File: config.mk
export PLATFORM = sky130hd
export DESIGN_NAME = adc_seq_ctrl
export DESIGN_NICKNAME = d
export VERILOG_FILES = /design/src/rtl/adc_seq_pkg.sv /design/src/rtl/adc_prescaler.sv /design/src/rtl/adc_conv_fsm.sv /design/src/rtl/adc_result_reg.sv /design/src/rtl/adc_seq_ctrl.sv
export SDC_FILE = /design/constraint.sdc
export NUM_CORES = 1
export LEC_CHECK = 0
export ABC_AREA = 1
export BUFFER_PORTS_ARGS = -buffer_cell sky130_fd_sc_hd__buf_2
export CORE_UTILIZATION = 40
export DETAILED_ROUTE_END_ITERATION = 10
export HOLD_SLACK_MARGIN = 0.03
export PLACE_DENSITY = 0.72
export SYNTH_ARGS = -nofsm -noshare
export SYNTH_HDL_FRONTEND = slang
export SYNTH_SLANG_ARGS = --single-unit
File: constraint.sdc
create_clock -name clk -period 2.9 [get_ports clk]
set_clock_uncertainty 0.2 [all_clocks]
set_input_delay 0.58 -clock clk [delete_from_list [all_inputs] [get_ports clk]]
set_output_delay 0.58 -clock clk [all_outputs]
set_load 0.02 [all_outputs]
File: src/rtl/adc_seq_pkg.sv
// adc_seq_pkg: shared types for the ADC conversion timing controller.
// Assumes: nothing beyond a synchronous design on one system clock.
package adc_seq_pkg;

    typedef enum logic [0:0] {
        CV_IDLE = 1'b0,
        CV_RUN  = 1'b1
    } conv_state_t;

endpackage

File: src/rtl/adc_prescaler.sv
// adc_prescaler: free-running divider for the ADC clock.
// It produces a one-cycle tick at the end of each ADC period and a one-cycle
// mid marker at the half-period point. Tap code 0 aliases tap 1 (divide by 2).
// Assumes: the counter is cleared whenever en_i is low, so the phase after
// enabling is deterministic.
module adc_prescaler #(
    parameter int PRE_W = 7,
    parameter int SEL_W = 3
) (
    input  logic             clk,
    input  logic             rst_n,
    input  logic             en_i,
    input  logic [SEL_W-1:0] psel_i,
    output logic             tick_o,
    output logic             mid_o
);
    logic [PRE_W-1:0] cnt_q;
    logic [PRE_W:0]   tap_tick;
    logic [PRE_W:0]   tap_mid;
    logic             sel_tick;
    logic             sel_mid;

    // Counter: cleared while disabled, counts every cycle while enabled.
    always_ff @(posedge clk) begin
        if (!rst_n)      cnt_q <= '0;
        else if (!en_i)  cnt_q <= '0;
        else             cnt_q <= cnt_q + 1'b1;
    end

    // One tap per division: tick when the low bits are all ones,
    // mid when they equal half the period minus one.
    for (genvar i = 1; i <= PRE_W; i++) begin : g_tap
        localparam logic [PRE_W-1:0] MIDV = PRE_W'((1 << (i - 1)) - 1);
        assign tap_tick[i] = &cnt_q[i-1:0];
        assign tap_mid[i]  = (cnt_q[i-1:0] == MIDV[i-1:0]);
    end
    assign tap_tick[0] = tap_tick[1];
    assign tap_mid[0]  = tap_mid[1];

    // Tap selection, clamping codes above the counter width to the widest tap.
    always_comb begin
        sel_tick = tap_tick[PRE_W];
        sel_mid  = tap_mid[PRE_W];
        for (int j = 0; j <= PRE_W; j++) begin
            if (int'(psel_i) == j) begin
                sel_tick = tap_tick[j];
                sel_mid  = tap_mid[j];
            end
        end
    end

    assign tick_o = en_i & sel_tick;
    assign mid_o  = en_i & sel_mid;
endmodule

File: src/rtl/adc_conv_fsm.sv
// adc_conv_fsm: counts ADC periods of one conversion and raises the
// sample, step and completion events (combinational, one system cycle each).
// Assumes: tick_i and mid_i come from adc_prescaler and never coincide.
module adc_conv_fsm
    import adc_seq_pkg::*;
#(
    parameter int RES_W     = 10,
    parameter int NORM_CYC  = 13,
    parameter int EXT_CYC   = 25,
    parameter int NORM_SAMP = 1,
    parameter int EXT_SAMP  = 13
) (
    input  logic clk,
    input  logic rst_n,
    input  logic en_i,
    input  logic tick_i,
    input  logic mid_i,
    input  logic start_q_i,
    input  logic free_run_i,
    output logic busy_o,
    output logic sample_evt_o,
    output logic step_evt_o,
    output logic done_evt_o
);
    localparam int CNT_W = $clog2(EXT_CYC + RES_W + 1);
    localparam logic [CNT_W-1:0] NORM_LAST = CNT_W'(NORM_CYC - 1);
    localparam logic [CNT_W-1:0] EXT_LAST  = CNT_W'(EXT_CYC - 1);
    localparam logic [CNT_W-1:0] NORM_S    = CNT_W'(NORM_SAMP);
    localparam logic [CNT_W-1:0] EXT_S     = CNT_W'(EXT_SAMP);
    localparam logic [CNT_W-1:0] NBITS     = CNT_W'(RES_W);

    conv_state_t      state_q;
    logic [CNT_W-1:0] cyc_q;
    logic             ext_q;
    logic             first_q;
    logic             last;
    logic [CNT_W-1:0] samp_idx;
    logic [CNT_W-1:0] step_hi;
    logic             running;

    assign running  = (state_q == CV_RUN);
    assign last     = (cyc_q == (ext_q ? EXT_LAST : NORM_LAST));
    assign samp_idx = ext_q ? EXT_S : NORM_S;
    assign step_hi  = samp_idx + NBITS;

    // Event decode for the current ADC period.
    always_comb begin
        done_evt_o   = running & tick_i & last;
        sample_evt_o = running & mid_i & (cyc_q == samp_idx);
        step_evt_o   = running & tick_i & (cyc_q > samp_idx) & (cyc_q <= step_hi);
    end

    // Conversion sequencing: start on tick, count periods, finish or chain.
    always_ff @(posedge clk) begin
        if (!rst_n || !en_i) begin
            state_q <= CV_IDLE;
            cyc_q   <= '0;
            ext_q   <= 1'b0;
            first_q <= 1'b1;
        end else begin
            case (state_q)
                CV_IDLE: begin
                    if (tick_i && start_q_i) begin
                        state_q <= CV_RUN;
                        cyc_q   <= '0;
                        ext_q   <= first_q;
                        first_q <= 1'b0;
                    end
                end
                default: begin
                    if (tick_i) begin
                        if (last) begin
                            cyc_q <= '0;
                            ext_q <= 1'b0;
                            if (!free_run_i) state_q <= CV_IDLE;
                        end else begin
                            cyc_q <= cyc_q + 1'b1;
                        end
                    end
                end
            endcase
        end
    end

    assign busy_o = running;
endmodule

File: src/rtl/adc_result_reg.sv
// adc_result_reg: result word, sticky completion flag and done pulse.
// Assumes: done_evt_i is a single-cycle event; completion beats a clear.
module adc_result_reg #(
    parameter int RES_W = 10
) (
    input  logic             clk,
    input  logic             rst_n,
    input  logic             done_evt_i,
    input  logic             clr_i,
    input  logic [RES_W-1:0] res_i,
    output logic [RES_W-1:0] result_o,
    output logic             flag_o,
    output logic             done_o
);
    // Result capture only at completion.
    always_ff @(posedge clk) begin
        if (!rst_n)          result_o <= '0;
        else if (done_evt_i) result_o <= res_i;
    end

    // Sticky flag with set priority, and the registered done pulse.
    always_ff @(posedge clk) begin
        if (!rst_n) begin
            flag_o <= 1'b0;
            done_o <= 1'b0;
        end else begin
            done_o <= done_evt_i;
            if (done_evt_i)  flag_o <= 1'b1;
            else if (clr_i)  flag_o <= 1'b0;
        end
    end
endmodule

File: src/rtl/adc_seq_ctrl.sv
// adc_seq_ctrl: top of the ADC conversion timing controller.
// It ties the prescaler, the conversion sequencer and the result register
// together and owns the start request bit and the registered strobes.
// Assumes: single system clock; the ADC clock exists only as enables.
module adc_seq_ctrl #(
    parameter int PRE_W     = 7,
    parameter int SEL_W     = 3,
    parameter int RES_W     = 10,
    parameter int NORM_CYC  = 13,
    parameter int EXT_CYC   = 25,
    parameter int NORM_SAMP = 1,
    parameter int EXT_SAMP  = 13
) (
    input  logic             clk,
    input  logic             rst_n,
    input  logic             en_i,
    input  logic             start_i,
    input  logic             free_run_i,
    input  logic [SEL_W-1:0] psel_i,
    input  logic             flag_clr_i,
    input  logic [RES_W-1:0] res_i,
    output logic             start_q_o,
    output logic             busy_o,
    output logic             sample_o,
    output logic             step_o,
    output logic             done_o,
    output logic             flag_o,
    output logic [RES_W-1:0] result_o
);
    logic tick;
    logic mid;
    logic sample_evt;
    logic step_evt;
    logic done_evt;

    adc_prescaler #(.PRE_W(PRE_W), .SEL_W(SEL_W)) u_pre (
        .clk    (clk),
        .rst_n  (rst_n),
        .en_i   (en_i),
        .psel_i (psel_i),
        .tick_o (tick),
        .mid_o  (mid)
    );

    adc_conv_fsm #(
        .RES_W(RES_W), .NORM_CYC(NORM_CYC), .EXT_CYC(EXT_CYC),
        .NORM_SAMP(NORM_SAMP), .EXT_SAMP(EXT_SAMP)
    ) u_fsm (
        .clk          (clk),
        .rst_n        (rst_n),
        .en_i         (en_i),
        .tick_i       (tick),
        .mid_i        (mid),
        .start_q_i    (start_q_o),
        .free_run_i   (free_run_i),
        .busy_o       (busy_o),
        .sample_evt_o (sample_evt),
        .step_evt_o   (step_evt),
        .done_evt_o   (done_evt)
    );

    adc_result_reg #(.RES_W(RES_W)) u_res (
        .clk        (clk),
        .rst_n      (rst_n),
        .done_evt_i (done_evt),
        .clr_i      (flag_clr_i),
        .res_i      (res_i),
        .result_o   (result_o),
        .flag_o     (flag_o),
        .done_o     (done_o)
    );

    // Start request: set by start_i, dropped by disable or single-mode completion.
    always_ff @(posedge clk) begin
        if (!rst_n || !en_i)              start_q_o <= 1'b0;
        else if (start_i)                 start_q_o <= 1'b1;
        else if (done_evt && !free_run_i) start_q_o <= 1'b0;
    end

    // Register the strobes so they leave the block glitch-free.
    always_ff @(posedge clk) begin
        if (!rst_n) begin
            sample_o <= 1'b0;
            step_o   <= 1'b0;
        end else begin
            sample_o <= sample_evt;
            step_o   <= step_evt;
        end
    end
endmodule

# Word-level counts from Yosys, hierarchy flattened
# Cells that the tools add are included.
# classes
n_addsub	3
magnitude_cmp	2
eq_ne	17
mux	35
bitwise_logic	10
n_reduce_logical	20
# op_table
operator	n
$mux 1	29
$mux 6	4
$eq 3x3->1 const B	4
$eq 6x6->1	2
$eq 3x2->1 const B	3
$and 1x1->1	8
$reduce_and 2->1	4
$add 7x1->7 const B	1
$eq 7x6->1 const B	1
$reduce_and 7->1	1
$add 6x1->6 const B	1
$add 6x4->6 const B	1
$eq 6x5->1 const B	1
$gt 6x6->1	1
$le 6x6->1	1
$reduce_and 3->1	2
$reduce_and 6->1	1
$reduce_bool 2->1	3
$eq 5x4->1 const B	1
$mux 5	1
$reduce_and 5->1	1
$eq 4x3->1 const B	1
$mux 4	1
$reduce_and 4->1	1
9 further kinds	13
# word_totals
reg_bits	31
inputBits	19
output_inout_bits	16

# Longest topological paths before layout
# Gate-level depths: netlist (run 1).
# depth
ltp_word	15
depth_mapped	18

# By module
# A second synthesis (run 1) with hierarchy kept.
# hier_totals
cells_unflattened	258
area_unflattened_um2	1737.9
# modules_own_cells
module	n_inst	cells_per_inst	area_each_um2	seq_area_each_um2
adc_conv_fsm	1	93	626.9	180.2
adc_prescaler	1	83	529.3	140.1
adc_result_reg	1	69	479.2	240.2
adc_seq_ctrl	1	13	102.6	60.1

# Least setup slack after synthesis (run 1)
# Ideal clock, no wire load.
# synth_path
kind	reg-to-reg
startpoint	reg u_pre.cnt_q[0]
endpoint	reg u_res.result_o[0]
arrival_time_ns	1.817
required_ns	2.587
slack_ns	0.770
path_stages_with_launch	18
path_buffers	1
cell_sequence	dfxtp_1 > ha_1 > nand2_1 > nor2_4 > nand3_1 > nand2_1 > nand2_1 > nand2_1 > nand2_1 > nand2_1 > nand2_2 > nand2_4 > nand2_4 > nor2_4 > nand2_2 > buf_4 > nor2_1 > nor2_1
# synth_via
elab_chain_len	12
elab_cells_between_ends	17
# synth_lines
item	line_no	text
from (decl)	adc_prescaler.sv:17	logic [PRE_W-1:0] cnt_q;
from (signal assigned)	adc_prescaler.sv:27	else cnt_q <= cnt_q + 1'b1;
$reduce_and 7->1	adc_prescaler.sv:34	assign tap_tick[i] = &cnt_q[i-1:0];
$mux 1 (7 in series)	adc_prescaler.sv:45	if (int'(psel_i) == j) begin
$mux 1 *	adc_prescaler.sv:45	
$and 1x1->1 *	adc_prescaler.sv:52	assign tick_o = en_i & sel_tick;
$and 1x1->1 * (2 in series)	adc_conv_fsm.sv:48	done_evt_o = running & tick_i & last;
to (signal assigned)	adc_result_reg.sv:18	else if (done_evt_i) result_o <= res_i;
to (decl)	adc_result_reg.sv:11	output logic [RES_W-1:0] result_o,
# Every way passes the cells marked *; elsewhere a longest branch is shown, timed or not.
# A chain may end at the register's enable or synchronous reset.

# Worst setup path in the final report (run 1)
# layout_path
startpoint	reg u_pre.cnt_q[0]
endpoint	reg u_res.result_o[7]
# The elaborated chain is that of the path after synthesis.

==> results of run 1 <==
[power by group through the flow]
stage                     clock [uW]  combinational (uW)  sequential [uW]
final                            430                63.3              433
after global routing             466                72.2              433
after CTS                        441                63.3              433
after detailed placement           0                62.7              442
after global placement             0                62.4              442
after floorplan                    0                41.1              441
[layout make-up]
cell class,count,area [um2]
timing repair buffer,35,178
sequential,31,621
multi-input combinational,185,1000
clock inverter,2,35.0
clock buffer,6,82.6
inverter,42,158
fill,445,2210
tap,52,65.1
[placed cells by master (no fill, tap or decap)]
| master | netlist | routed |
|---|---|---|
| nand2_1 | 57 | 57 |
| nor2_1 | 47 | 47 |
| inv_1 | 39 | 39 |
| buf_2 | 1 | 34 |
| dfxtp_1 | 31 | 31 |
| a21oi_1 | 14 | 14 |
| ha_1 | 13 | 13 |
| nor3_1 | 9 | 9 |
| nand3_1 | 8 | 8 |
| o21ai_0 | 7 | 7 |
| o2111ai_1 | 6 | 6 |
| clkbuf_8 | 0 | 6 |
| nand4_1 | 4 | 4 |
| xor2_1 | 3 | 3 |
| nor2_4 | 2 | 2 |
| inv_2 | 2 | 2 |
| nand2_2 | 2 | 2 |
| nand2_4 | 2 | 2 |
| nor3_4 | 1 | 1 |
| nor3_2 | 1 | 1 |
| o21ai_2 | 1 | 1 |
| clkinv_1 | 1 | 1 |
| nor4_1 | 1 | 1 |
| o211ai_1 | 1 | 1 |
| a31oi_1 | 1 | 1 |
| o31ai_1 | 1 | 1 |
| o32ai_1 | 1 | 1 |
| o311ai_0 | 1 | 1 |
| xnor2_1 | 1 | 1 |
| nor3b_1 | 1 | 1 |
| clkinv_2 | 0 | 1 |
| bufinv_16 | 0 | 1 |
| buf_4 | 1 | 1 |
[registers in the layout (all words and copies together) (netlist names)]
signal	flops
u_fsm.ext_q	1
u_fsm.first_q	1
u_fsm.cyc_q	6
u_res.done_o	1
step_o	1
start_q_o	1
sample_o	1
u_pre.cnt_q	7
u_res.result_o	10
u_res.flag_o	1
u_fsm.busy_o	1
[worst max-delay path: cells and delay by family, from the launching register on]
family,cells,cell delay (ns)
and+or+nand+nor,15,1.51
adders and majority gates,1,0.28
DFF,1,0.41
[layer usage]
layer / global-route usage / wire [um] / vias up
met2: 0.246 / 1560 / 50
met1: 0.221 / 1840 / 723
met4: 0.0408 / 20 / 0
met5: 0 / 0 / -
met3: 0.0465 / 238 / 2
li1: - / - / 917
[logic make-up (layout without fill, tap and decap cells)]
group | count (synthesis) | in the layout
xor gates and xnor gates | 4 | 4
AOI/OAI and AO/OA | 33 | 33
DFF | 31 | 31
buffers and inverters | 48 | 85
adders and majority gates | 13 | 13
and+or+nand+nor | 135 | 135
[stage by stage]
stage	setup slack (ns)	hold WS (ns)	utilization
2_1_floorplan	0.770	0.219	-
3_3_place_gp	0.493	0.230	0.464
3_5_place_dp	0.410	0.234	0.464
4_1_cts	0.404	0.249	0.491
5_1_grt	0.116	0.281	0.491
6_report	0.397	0.247	0.491
[path summary, 6_finish.rpt]
check | startpoint | end | cells past startpoint
worst max-delay path | u_pre.cnt_q[0] | u_res.result_o[7] | 16
worst min-delay path | u_fsm.first_q | u_fsm.first_q | 2
worst max register to register | u_pre.cnt_q[0] | u_res.result_o[7] | 16
worst min register to register | u_fsm.first_q | u_fsm.first_q | 2
==> results.sh, run 1 <==
export IMPL_run_status="finished clean"
export IMPL_viasPerCell=4.79
export IMPL_synth_area_top_cells="dfxtp_1, nand2_1, nor2_1"
export IMPL_stdcell_area_um2=2140
export IMPL_die_area_um2=4810
export IMPL_first_pass_iters=5
export IMPL_clock_tree_buffer_depth=2
export IMPL_route_vias_total=1692
export IMPL_synth_async_sr_flop_share=0
export IMPL_setup_repair_after_global_routing_missed_its_margin="no"
export IMPL_power_density_cell_area_nw_per_um2=433
export IMPL_synth_ff_latch_count=31
export IMPL_maximum_clock_frequency_ghz=0.400
export IMPL_cts_max_level=2
export IMPL_critical_path_cell_chain="ha_1 > nand2_1 > nor2_4 > nand3_1 > nand2_1 > nand2_1 > nand2_1 > nand2_1 > nand2_1 > nand2_2 > nand2_4 > nand2_4 > nor2_4 > nand2_2 > nor2_1 > nor2_1"
export IMPL_ant_nets=0
export IMPL_yosysUniqueCellTypes=32
export IMPL_relSlewSlack=0.684
export IMPL_synth_edf_count=0
export IMPL_postcts_setup_bufs=0
export IMPL_grt_start_max_net_pins=23
export IMPL_detail_route_wl_per_cell_um=10.4
export IMPL_holdBufCountCts=0
export IMPL_detail_route_drc_violations=0
export IMPL_power_share_sequential=0.468
export IMPL_yosys_area_top_type_share=0.342
export IMPL_antenna_cells=0
export IMPL_clock_group_share_of_total_power=0.464
export IMPL_floorplan_io_pins=35
export IMPL_hold_viol_final=0
export IMPL_post_synth_and_or_nand_nor_area_fraction=0.330
export IMPL_timing_max_cap_violations=0
export IMPL_core_region_area_um2=4350
export IMPL_dr_first_iter_drc_count=44
export IMPL_main_combinational_cell_family_by_area_after_synthesis="simple AND/OR/NAND/NOR gates"
export IMPL_antenna_found_initial=0
export IMPL_tritoncts="yes"
export IMPL_grtUsageTotal=0.161
export IMPL_vdd_ir_drop_max_mv=0.287
export IMPL_synth_fa_ha_area_frac=0.0897
export IMPL_finalMaxSlewViolations=0
export IMPL_post_synth_instance_area_um2=1810
export IMPL_place_detailed_hpwl_mm=2.76
export IMPL_worst_case_register_to_register_setup_slack_ns=0.40
export IMPL_setup_viol=0
export IMPL_avgSynthCellArea_um2=6.87
export IMPL_hold_path_class="reg2reg"
export IMPL_synth_commonest_cells="nand2_1, nor2_1, inv_1"
export IMPL_cell_rows=24
export IMPL_cts_resized=0
export IMPL_crit_path_frequent_cell="nand2_1"
export IMPL_drt_total_wl_mm=3.67
export IMPL_grt_remaining_overflow=0
export IMPL_synthMostInstantiatedCell="nand2_1"
export IMPL_grt_first_pass_wirelength_mm=6.41
export IMPL_report_power_total_uw=926
export IMPL_dieWidth_um=69.3
export IMPL_clkSlewWorstSetupHoldPaths_ns=0.07
export IMPL_initial_core_util=0.417
export IMPL_final_period_utilization=0.863
export IMPL_cts_sinks=31
export IMPL_clock_insertion_delay_worst_skew_ns=0.28
export IMPL_power_switching_share=0.214
export IMPL_worst_path_largest_cell_delay_ns=0.41
export IMPL_timing_final_crit_period_ns=2.50
export IMPL_placed_cell_area_um2=2020
export IMPL_synth_ff_type="dfxtp_1"
export IMPL_syn_num_nets=296
export IMPL_worst_endpoint_required_time_ns=2.87
export IMPL_dp_cells=345
export IMPL_first_global_vias=1500
export IMPL_synth_seq_area_share=0.342
export IMPL_post_synth_mux_area_share=0
export IMPL_root_buffer="clkbuf_8"
export IMPL_synth_cells=264
export IMPL_tightestPinTransition_ns=0.473
export IMPL_layout_drive_gt1_share=0.179
export IMPL_critPathSlowestCell="dfxtp_1"
export IMPL_synthToLayoutAreaGrowth_pct=17.9
export IMPL_worst_setup_path_end_kind="register"
export IMPL_gp_congestion=0.954
export IMPL_fin_cells=353
export IMPL_synth_xor_xnor_area_share=0.0193
export IMPL_synth_compound_gate_area_share=0.113
export IMPL_power_net_switching_uw=198
export IMPL_yosys_warnings=0
export IMPL_power_report_internal_total_uw=728
export IMPL_proportion_of_power_drawn_by_combinational_gates=0.068
export IMPL_numCtsBuffers=5
export IMPL_fin_nets=332
export IMPL_arrival_time_at_the_worst_endpoint_ns=2.48
export IMPL_critPathMaxFanout=22
export IMPL_yosysTopAreaCell="dfxtp_1"
export IMPL_die_height_um=69.3
export IMPL_setup_tns_final_ns=0
export IMPL_numPortBuffers=34
export IMPL_static_leakage_power_uw=0.00107
export IMPL_critical_path_class="reg2reg"
export IMPL_startpoint_type="register"
No activity file was read; power rests on OpenSTA's default activity.
==> run 2, diff against run 1 <==
--- a/config.mk
+++ b/config.mk
@@ -5,12 +5,13 @@
 export SDC_FILE = /design/constraint.sdc
 export NUM_CORES = 1
 export LEC_CHECK = 0
-export ABC_AREA = 1
 export BUFFER_PORTS_ARGS = -buffer_cell sky130_fd_sc_hd__buf_2
 export CORE_UTILIZATION = 40
+export CTS_BUF_LIST = sky130_fd_sc_hd__clkbuf_8
 export DETAILED_ROUTE_END_ITERATION = 10
 export HOLD_SLACK_MARGIN = 0.03
 export PLACE_DENSITY = 0.72
+export SETUP_SLACK_MARGIN = 0.15
 export SYNTH_ARGS = -nofsm -noshare
 export SYNTH_HDL_FRONTEND = slang
 export SYNTH_SLANG_ARGS = --single-unit
==> results.sh, run 2 <==
export IMPL_yosysUniqueCellTypes=52
export IMPL_ant_nets=0
export IMPL_maximum_clock_frequency_ghz=0.401
export IMPL_synth_async_sr_flop_share=0
export IMPL_detail_route_drc_violations=0
export IMPL_clock_group_share_of_total_power=0.473
export IMPL_layout_drive_gt1_share=0.237
export IMPL_power_density_cell_area_nw_per_um2=457
export IMPL_antenna_cells=0
export IMPL_synthMostInstantiatedCell="nand2_1"
export IMPL_viasPerCell=5.16
export IMPL_finalMaxSlewViolations=0
export IMPL_clock_tree_buffer_depth=2
export IMPL_drt_total_wl_mm=3.49
export IMPL_power_share_sequential=0.461
export IMPL_die_height_um=67.8
export IMPL_fin_nets=267
export IMPL_dp_cells=278
export IMPL_synth_xor_xnor_area_share=0.0101
export IMPL_hold_path_class="reg2reg"
export IMPL_tightestPinTransition_ns=0.502
export IMPL_post_synth_and_or_nand_nor_area_fraction=0.240
export IMPL_multiInputGateArea_um2=1010
export IMPL_setup_viol=0
export IMPL_numPortBuffers=34
export IMPL_vdd_ir_drop_max_mv=0.225
export IMPL_yosysTopAreaCell="dfxtp_1"
export IMPL_startpoint_type="register"
export IMPL_synth_area_top_cells="dfxtp_1, ha_1, nand2_1"
export IMPL_timing_final_crit_period_ns=2.50
export IMPL_crit_path_frequent_cell="ha_1"
export IMPL_critical_path_cell_chain="ha_1 > nand3_1 > inv_1 > ha_1 > o21ai_1 > a32oi_1 > o21a_2 > o21a_4 > and2_1 > mux2i_1"
export IMPL_n_fill_cell=394
export IMPL_yosys_area_top_type_share=0.358
export IMPL_synth_edf_count=0
export IMPL_grt_start_max_net_pins=25
export IMPL_power_net_switching_uw=203
export IMPL_worst_case_register_to_register_setup_slack_ns=0.40
export IMPL_grt_first_pass_wirelength_mm=5.87
export IMPL_synth_commonest_cells="nand2_1, dfxtp_1, nor2_1"
export IMPL_power_report_internal_total_uw=731
export IMPL_holdBufCountCts=0
export IMPL_floorplan_io_pins=35
export IMPL_proportion_of_power_drawn_by_combinational_gates=0.066
export IMPL_regArea_um2=621
export IMPL_worst_endpoint_required_time_ns=2.92
export IMPL_relSlewSlack=0.661
export IMPL_final_period_utilization=0.860
export IMPL_numCtsBuffers=5
export IMPL_antenna_found_initial=0
export IMPL_fin_cells=286
export IMPL_critPathSlowestCell="dfxtp_1"
export IMPL_arrival_time_at_the_worst_endpoint_ns=2.51
export IMPL_setup_tns_final_ns=0
export IMPL_synth_seq_area_share=0.358
export IMPL_run_status="finished clean"
export IMPL_dr_first_iter_drc_count=97
export IMPL_root_buffer="clkbuf_8"
export IMPL_post_synth_instance_area_um2=1730
export IMPL_critPathMaxFanout=8
export IMPL_synth_fa_ha_area_frac=0.0938
export IMPL_grtUsageTotal=0.175
export IMPL_gp_congestion=0.835
export IMPL_post_synth_mux_area_share=0.0635
export IMPL_yosys_warnings=0
export IMPL_tritoncts="yes"
export IMPL_synth_ff_latch_count=31
export IMPL_detail_route_wl_per_cell_um=12.2
export IMPL_cts_sinks=31
export IMPL_first_pass_iters=4
export IMPL_utilization=0.501
export IMPL_max_flop_register="u_res.result_o"
export IMPL_synthToLayoutAreaGrowth_pct=18.0
export IMPL_worst_path_largest_cell_delay_ns=0.42
export IMPL_cell_rows=23
export IMPL_grt_remaining_overflow=0
export IMPL_postcts_setup_bufs=0
export IMPL_main_combinational_cell_family_by_area_after_synthesis="simple AND/OR/NAND/NOR gates"
export IMPL_route_vias_total=1476
export IMPL_cts_max_level=2
export IMPL_first_global_vias=1271
export IMPL_critical_path_class="reg2reg"
export IMPL_core_region_area_um2=4090
export IMPL_die_area_um2=4600
export IMPL_clock_insertion_delay_worst_skew_ns=0.29
export IMPL_place_detailed_hpwl_mm=2.59
export IMPL_biggestRegsByFlops="u_res.result_o (10), u_pre.cnt_q (7), u_fsm.cyc_q (6)"
export IMPL_synth_cells=201
export IMPL_setup_repair_after_global_routing_missed_its_margin="no"
export IMPL_power_switching_share=0.218
export IMPL_static_leakage_power_uw=0.000901
export IMPL_hold_viol_final=0
export IMPL_clkSlewWorstSetupHoldPaths_ns=0.07
export IMPL_syn_num_nets=233
export IMPL_avgSynthCellArea_um2=8.63
export IMPL_timing_max_cap_violations=0
export IMPL_dieWidth_um=67.8
export IMPL_cts_resized=0
export IMPL_largest_register_ffs=10
export IMPL_initial_core_util=0.424
export IMPL_synth_compound_gate_area_share=0.176
export IMPL_hold_worst_slack_ns=0.256
export IMPL_worst_setup_path_end_kind="register"
export IMPL_layout_common_cells="nand2_1, buf_2, dfxtp_1, nor2_1"
export IMPL_synth_ff_type="dfxtp_1"
## run 2: changes by cell type in the layout (fill, tap and decap cells not counted), moves of 5 or more
cell,delta
nor3_1,-5
mux2i_1,+11
nand2_1,-23
inv_1,-26
nor2_1,-31
o2111ai_1,-5
a21oi_1,-9
## run 2: kinds of logic (layout without fill, tap and decap cells)
family | count (synthesis) | after routing
AO/OA/AOI/OAI | 38 | 38
multiplexers | 11 | 11
XOR/XNOR | 2 | 2
adder cells (fa/ha/maj) | 13 | 13
AND/OR/NAND/NOR | 84 | 84
flip-flops | 31 | 31
buffers and inverters | 22 | 57
## run 2: path summary, 6_finish.rpt
kind | startpoint | endpoint | depth (start not counted)
min reg2reg | u_res.result_o[7] | u_res.result_o[7] | 2
max | u_pre.cnt_q[0] | u_fsm.cyc_q[1] | 10
min | u_res.result_o[7] | u_res.result_o[7] | 2
max reg2reg | u_pre.cnt_q[0] | u_fsm.cyc_q[1] | 10
## run 2: per-stage QoR
stage,setup slack (ns),area [um2],power [uW]
finish,0.405,2050,935
global route,0.254,2050,972
CTS,0.398,2050,949
detailed placement,0.413,1930,501
global placement,0.512,1930,501
floorplan,0.613,1730,482
## run 2: cell type report
cell class / count / area share
inverter: 13 / 0.0239
clock buffer: 6 / 0.0404
clock inverter: 2 / 0.0171
sequential: 31 / 0.303
tap: 50 / 0.0306
timing repair buffer: 36 / 0.0905
multi-input combinational: 148 / 0.494
## run 2: worst max-delay path, delay by kind of cell (launching register included)
kind	cells	cell delay, ns
AO/OA/AOI/OAI	4	0.60
multiplexers	1	0.21
adder cells (fa/ha/maj)	2	0.47
AND/OR/NAND/NOR	2	0.42
flip-flops	1	0.42
buffers and inverters	1	0.09
## run 2: power by group through the flow
stage	Combinational, uW	Sequential, uW	Clock, uW
after detailed placement	61.5	440	0
after floorplan	41.6	440	0
after global placement	61.6	440	0
after global routing	69.0	430	472
after CTS	61.9	430	456
final	62.1	430	442
## run 2: metal layers
layer	global-route usage	vias to the layer above	share of wire
li1	-	769	-
met1	0.238	652	0.51
met2	0.244	45	0.40
met3	0.0533	10	0.064
met4	0.0938	0	0.027
met5	0	-	0
==> run 3, diff against run 2 <==
==> constraint.sdc (replaced) <==
create_clock -name clk -period 2.9 [get_ports clk]
set_clock_uncertainty 0.2 [all_clocks]
set_input_delay 0.29 -clock clk [delete_from_list [all_inputs] [get_ports clk]]
set_output_delay 0.29 -clock clk [all_outputs]
set_load 0.02 [all_outputs]
==> results.sh, run 3 (synthesis results as in run 2) <==
export IMPL_tritoncts="yes"
export IMPL_viasPerCell=5.26
export IMPL_first_pass_iters=4
export IMPL_hold_path_class="in2reg"
export IMPL_detail_route_drc_violations=0
export IMPL_dp_slack_ns=0.420
export IMPL_worst_endpoint_required_time_ns=2.91
export IMPL_postcts_setup_bufs=0
export IMPL_setup_viol=0
export IMPL_layout_drive_gt1_share=0.234
export IMPL_synthToLayoutAreaGrowth_pct=17.5
export IMPL_timing_max_cap_violations=0
export IMPL_antenna_found_initial=0
export IMPL_stdcell_area_um2=2040
export IMPL_drt_total_wl_mm=3.41
export IMPL_critPathMaxFanout=8
export IMPL_cell_rows=23
export IMPL_worst_r2r_path_depth=10
export IMPL_final_period_utilization=0.864
export IMPL_cts_max_level=2
export IMPL_biggestRegsByFlops="u_res.result_o (10), u_pre.cnt_q (7), u_fsm.cyc_q (6)"
export IMPL_tightestPinTransition_ns=0.526
export IMPL_die_height_um=67.8
export IMPL_grt_remaining_overflow=0
export IMPL_fin_nets=266
export IMPL_max_flop_register="u_res.result_o"
export IMPL_dr_first_iter_drc_count=51
export IMPL_gp_congestion=0.847
export IMPL_setup_tns_final_ns=0
export IMPL_final_setup_worst_slack_ns=0.395
export IMPL_root_buffer="clkbuf_8"
export IMPL_timing_final_crit_period_ns=2.50
export IMPL_cts_resized=0
export IMPL_core_region_area_um2=4090
export IMPL_cts_sinks=31
export IMPL_static_leakage_power_uw=0.000896
export IMPL_numPortBuffers=34
export IMPL_layout_common_cells="nand2_1, buf_2, dfxtp_1, nor2_1"
export IMPL_clkSlewWorstSetupHoldPaths_ns=0.07
export IMPL_place_detailed_hpwl_mm=2.53
export IMPL_run_status="finished clean"
export IMPL_vdd_ir_drop_max_mv=0.292
export IMPL_regToRegEndpoint="u_fsm.cyc_q[1]"
export IMPL_first_global_vias=1330
export IMPL_power_density_cell_area_nw_per_um2=455
export IMPL_critPathSlowestCell="dfxtp_1"
export IMPL_timing_rr_start="u_pre.cnt_q[0]"
export IMPL_maximum_clock_frequency_ghz=0.399
export IMPL_hold_path_cell_count=3
export IMPL_worst_path_largest_cell_delay_ns=0.42
export IMPL_numCtsBuffers=5
export IMPL_worst_setup_path_end_kind="register"
export IMPL_grtUsageTotal=0.167
export IMPL_arrival_time_at_the_worst_endpoint_ns=2.51
export IMPL_critical_path_class="reg2reg"
export IMPL_grt_first_pass_wirelength_mm=5.73
export IMPL_largest_register_ffs=10
export IMPL_grt_start_max_net_pins=26
export IMPL_crit_path_start="u_pre.cnt_q[0]"
export IMPL_clock_tree_buffer_depth=2
export IMPL_route_vias_total=1498
export IMPL_finalMaxSlewViolations=0
export IMPL_startpoint_type="register"
export IMPL_die_area_um2=4600
export IMPL_crit_path_frequent_cell="ha_1"
export IMPL_ant_nets=0
export IMPL_initial_core_util=0.424
export IMPL_setup_repair_after_global_routing_missed_its_margin="no"
export IMPL_crit_path_end="u_fsm.cyc_q[1]"
export IMPL_placed_cell_area_um2=1920
export IMPL_worst_case_register_to_register_setup_slack_ns=0.40
export IMPL_dieWidth_um=67.8
export IMPL_holdBufCountCts=0
export IMPL_detail_route_wl_per_cell_um=12.0
export IMPL_critical_path_cell_chain="ha_1 > nand3_1 > inv_1 > ha_1 > o21ai_1 > a32oi_1 > o21a_2 > o21a_4 > and2_1 > mux2i_1"
export IMPL_hold_viol_final=0
export IMPL_clock_insertion_delay_worst_skew_ns=0.28
export IMPL_utilization=0.499
export IMPL_floorplan_io_pins=35
export IMPL_relSlewSlack=0.645
export IMPL_antenna_cells=0
[run 3: cell types whose count changed in the layout (fill, tap and decap cells not counted), sizes merged]
cell	change
buf	-1
[run 3: layer usage]
layer / vias up / global-route usage / wire [um]
met5: - / 0 / 0
met4: 0 / 0.0729 / 57
met3: 7 / 0.0633 / 295
met2: 57 / 0.235 / 1350
met1: 667 / 0.224 / 1710
li1: 767 / - / -
[run 3: worst min-delay path by stage]
| stage | startpoint | end | slack (ns) |
|---|---|---|---|
| after floorplan | res_i[0] | u_res.result_o[0] | 0.23 |
| after global placement | u_res.result_o[8] | u_res.result_o[8] | 0.24 |
| after detailed placement | u_res.result_o[1] | u_res.result_o[1] | 0.25 |
| after CTS | res_i[7] | u_res.result_o[7] | 0.04 |
| after global routing | res_i[7] | u_res.result_o[7] | 0.04 |
| final | res_i[7] | u_res.result_o[7] | 0.05 |
[run 3: stage by stage]
stage / cells / power, uW / hold slack (ns)
final: 285 / 928 / 0.0477
after floorplan: 201 / 482 / 0.232
after detailed placement: 277 / 500 / 0.250
after CTS: 285 / 939 / 0.0361
after global placement: 277 / 500 / 0.239
after global routing: 285 / 965 / 0.0384
[run 3: cell type report]
type,count,area [um2]
Fill cell,397,2050
Multi-Input combinational cell,148,1010
Clock buffer,6,82.6
Clock inverter,2,35.0
Sequential cell,31,621
Inverter,13,48.8
Timing Repair Buffer,35,178
Tap cell,50,62.6
[run 3: worst max-delay path: cells and delay by family, from the launching register on]
family	cells	cell delay, ns
compound gates	4	0.60
fa+ha+maj	2	0.46
simple gates	2	0.43
flops	1	0.42
mux	1	0.22
buf+inv	1	0.09
[run 3: report_power, final]
| group | internal, uW | leakage, uW | switching [uW] |
|---|---|---|---|
| Sequential | 428 | 0.000250 | 2.40 |
| Clock | 278 | 0.0000612 | 159 |
| Combinational | 24.5 | 0.000585 | 36.0 |
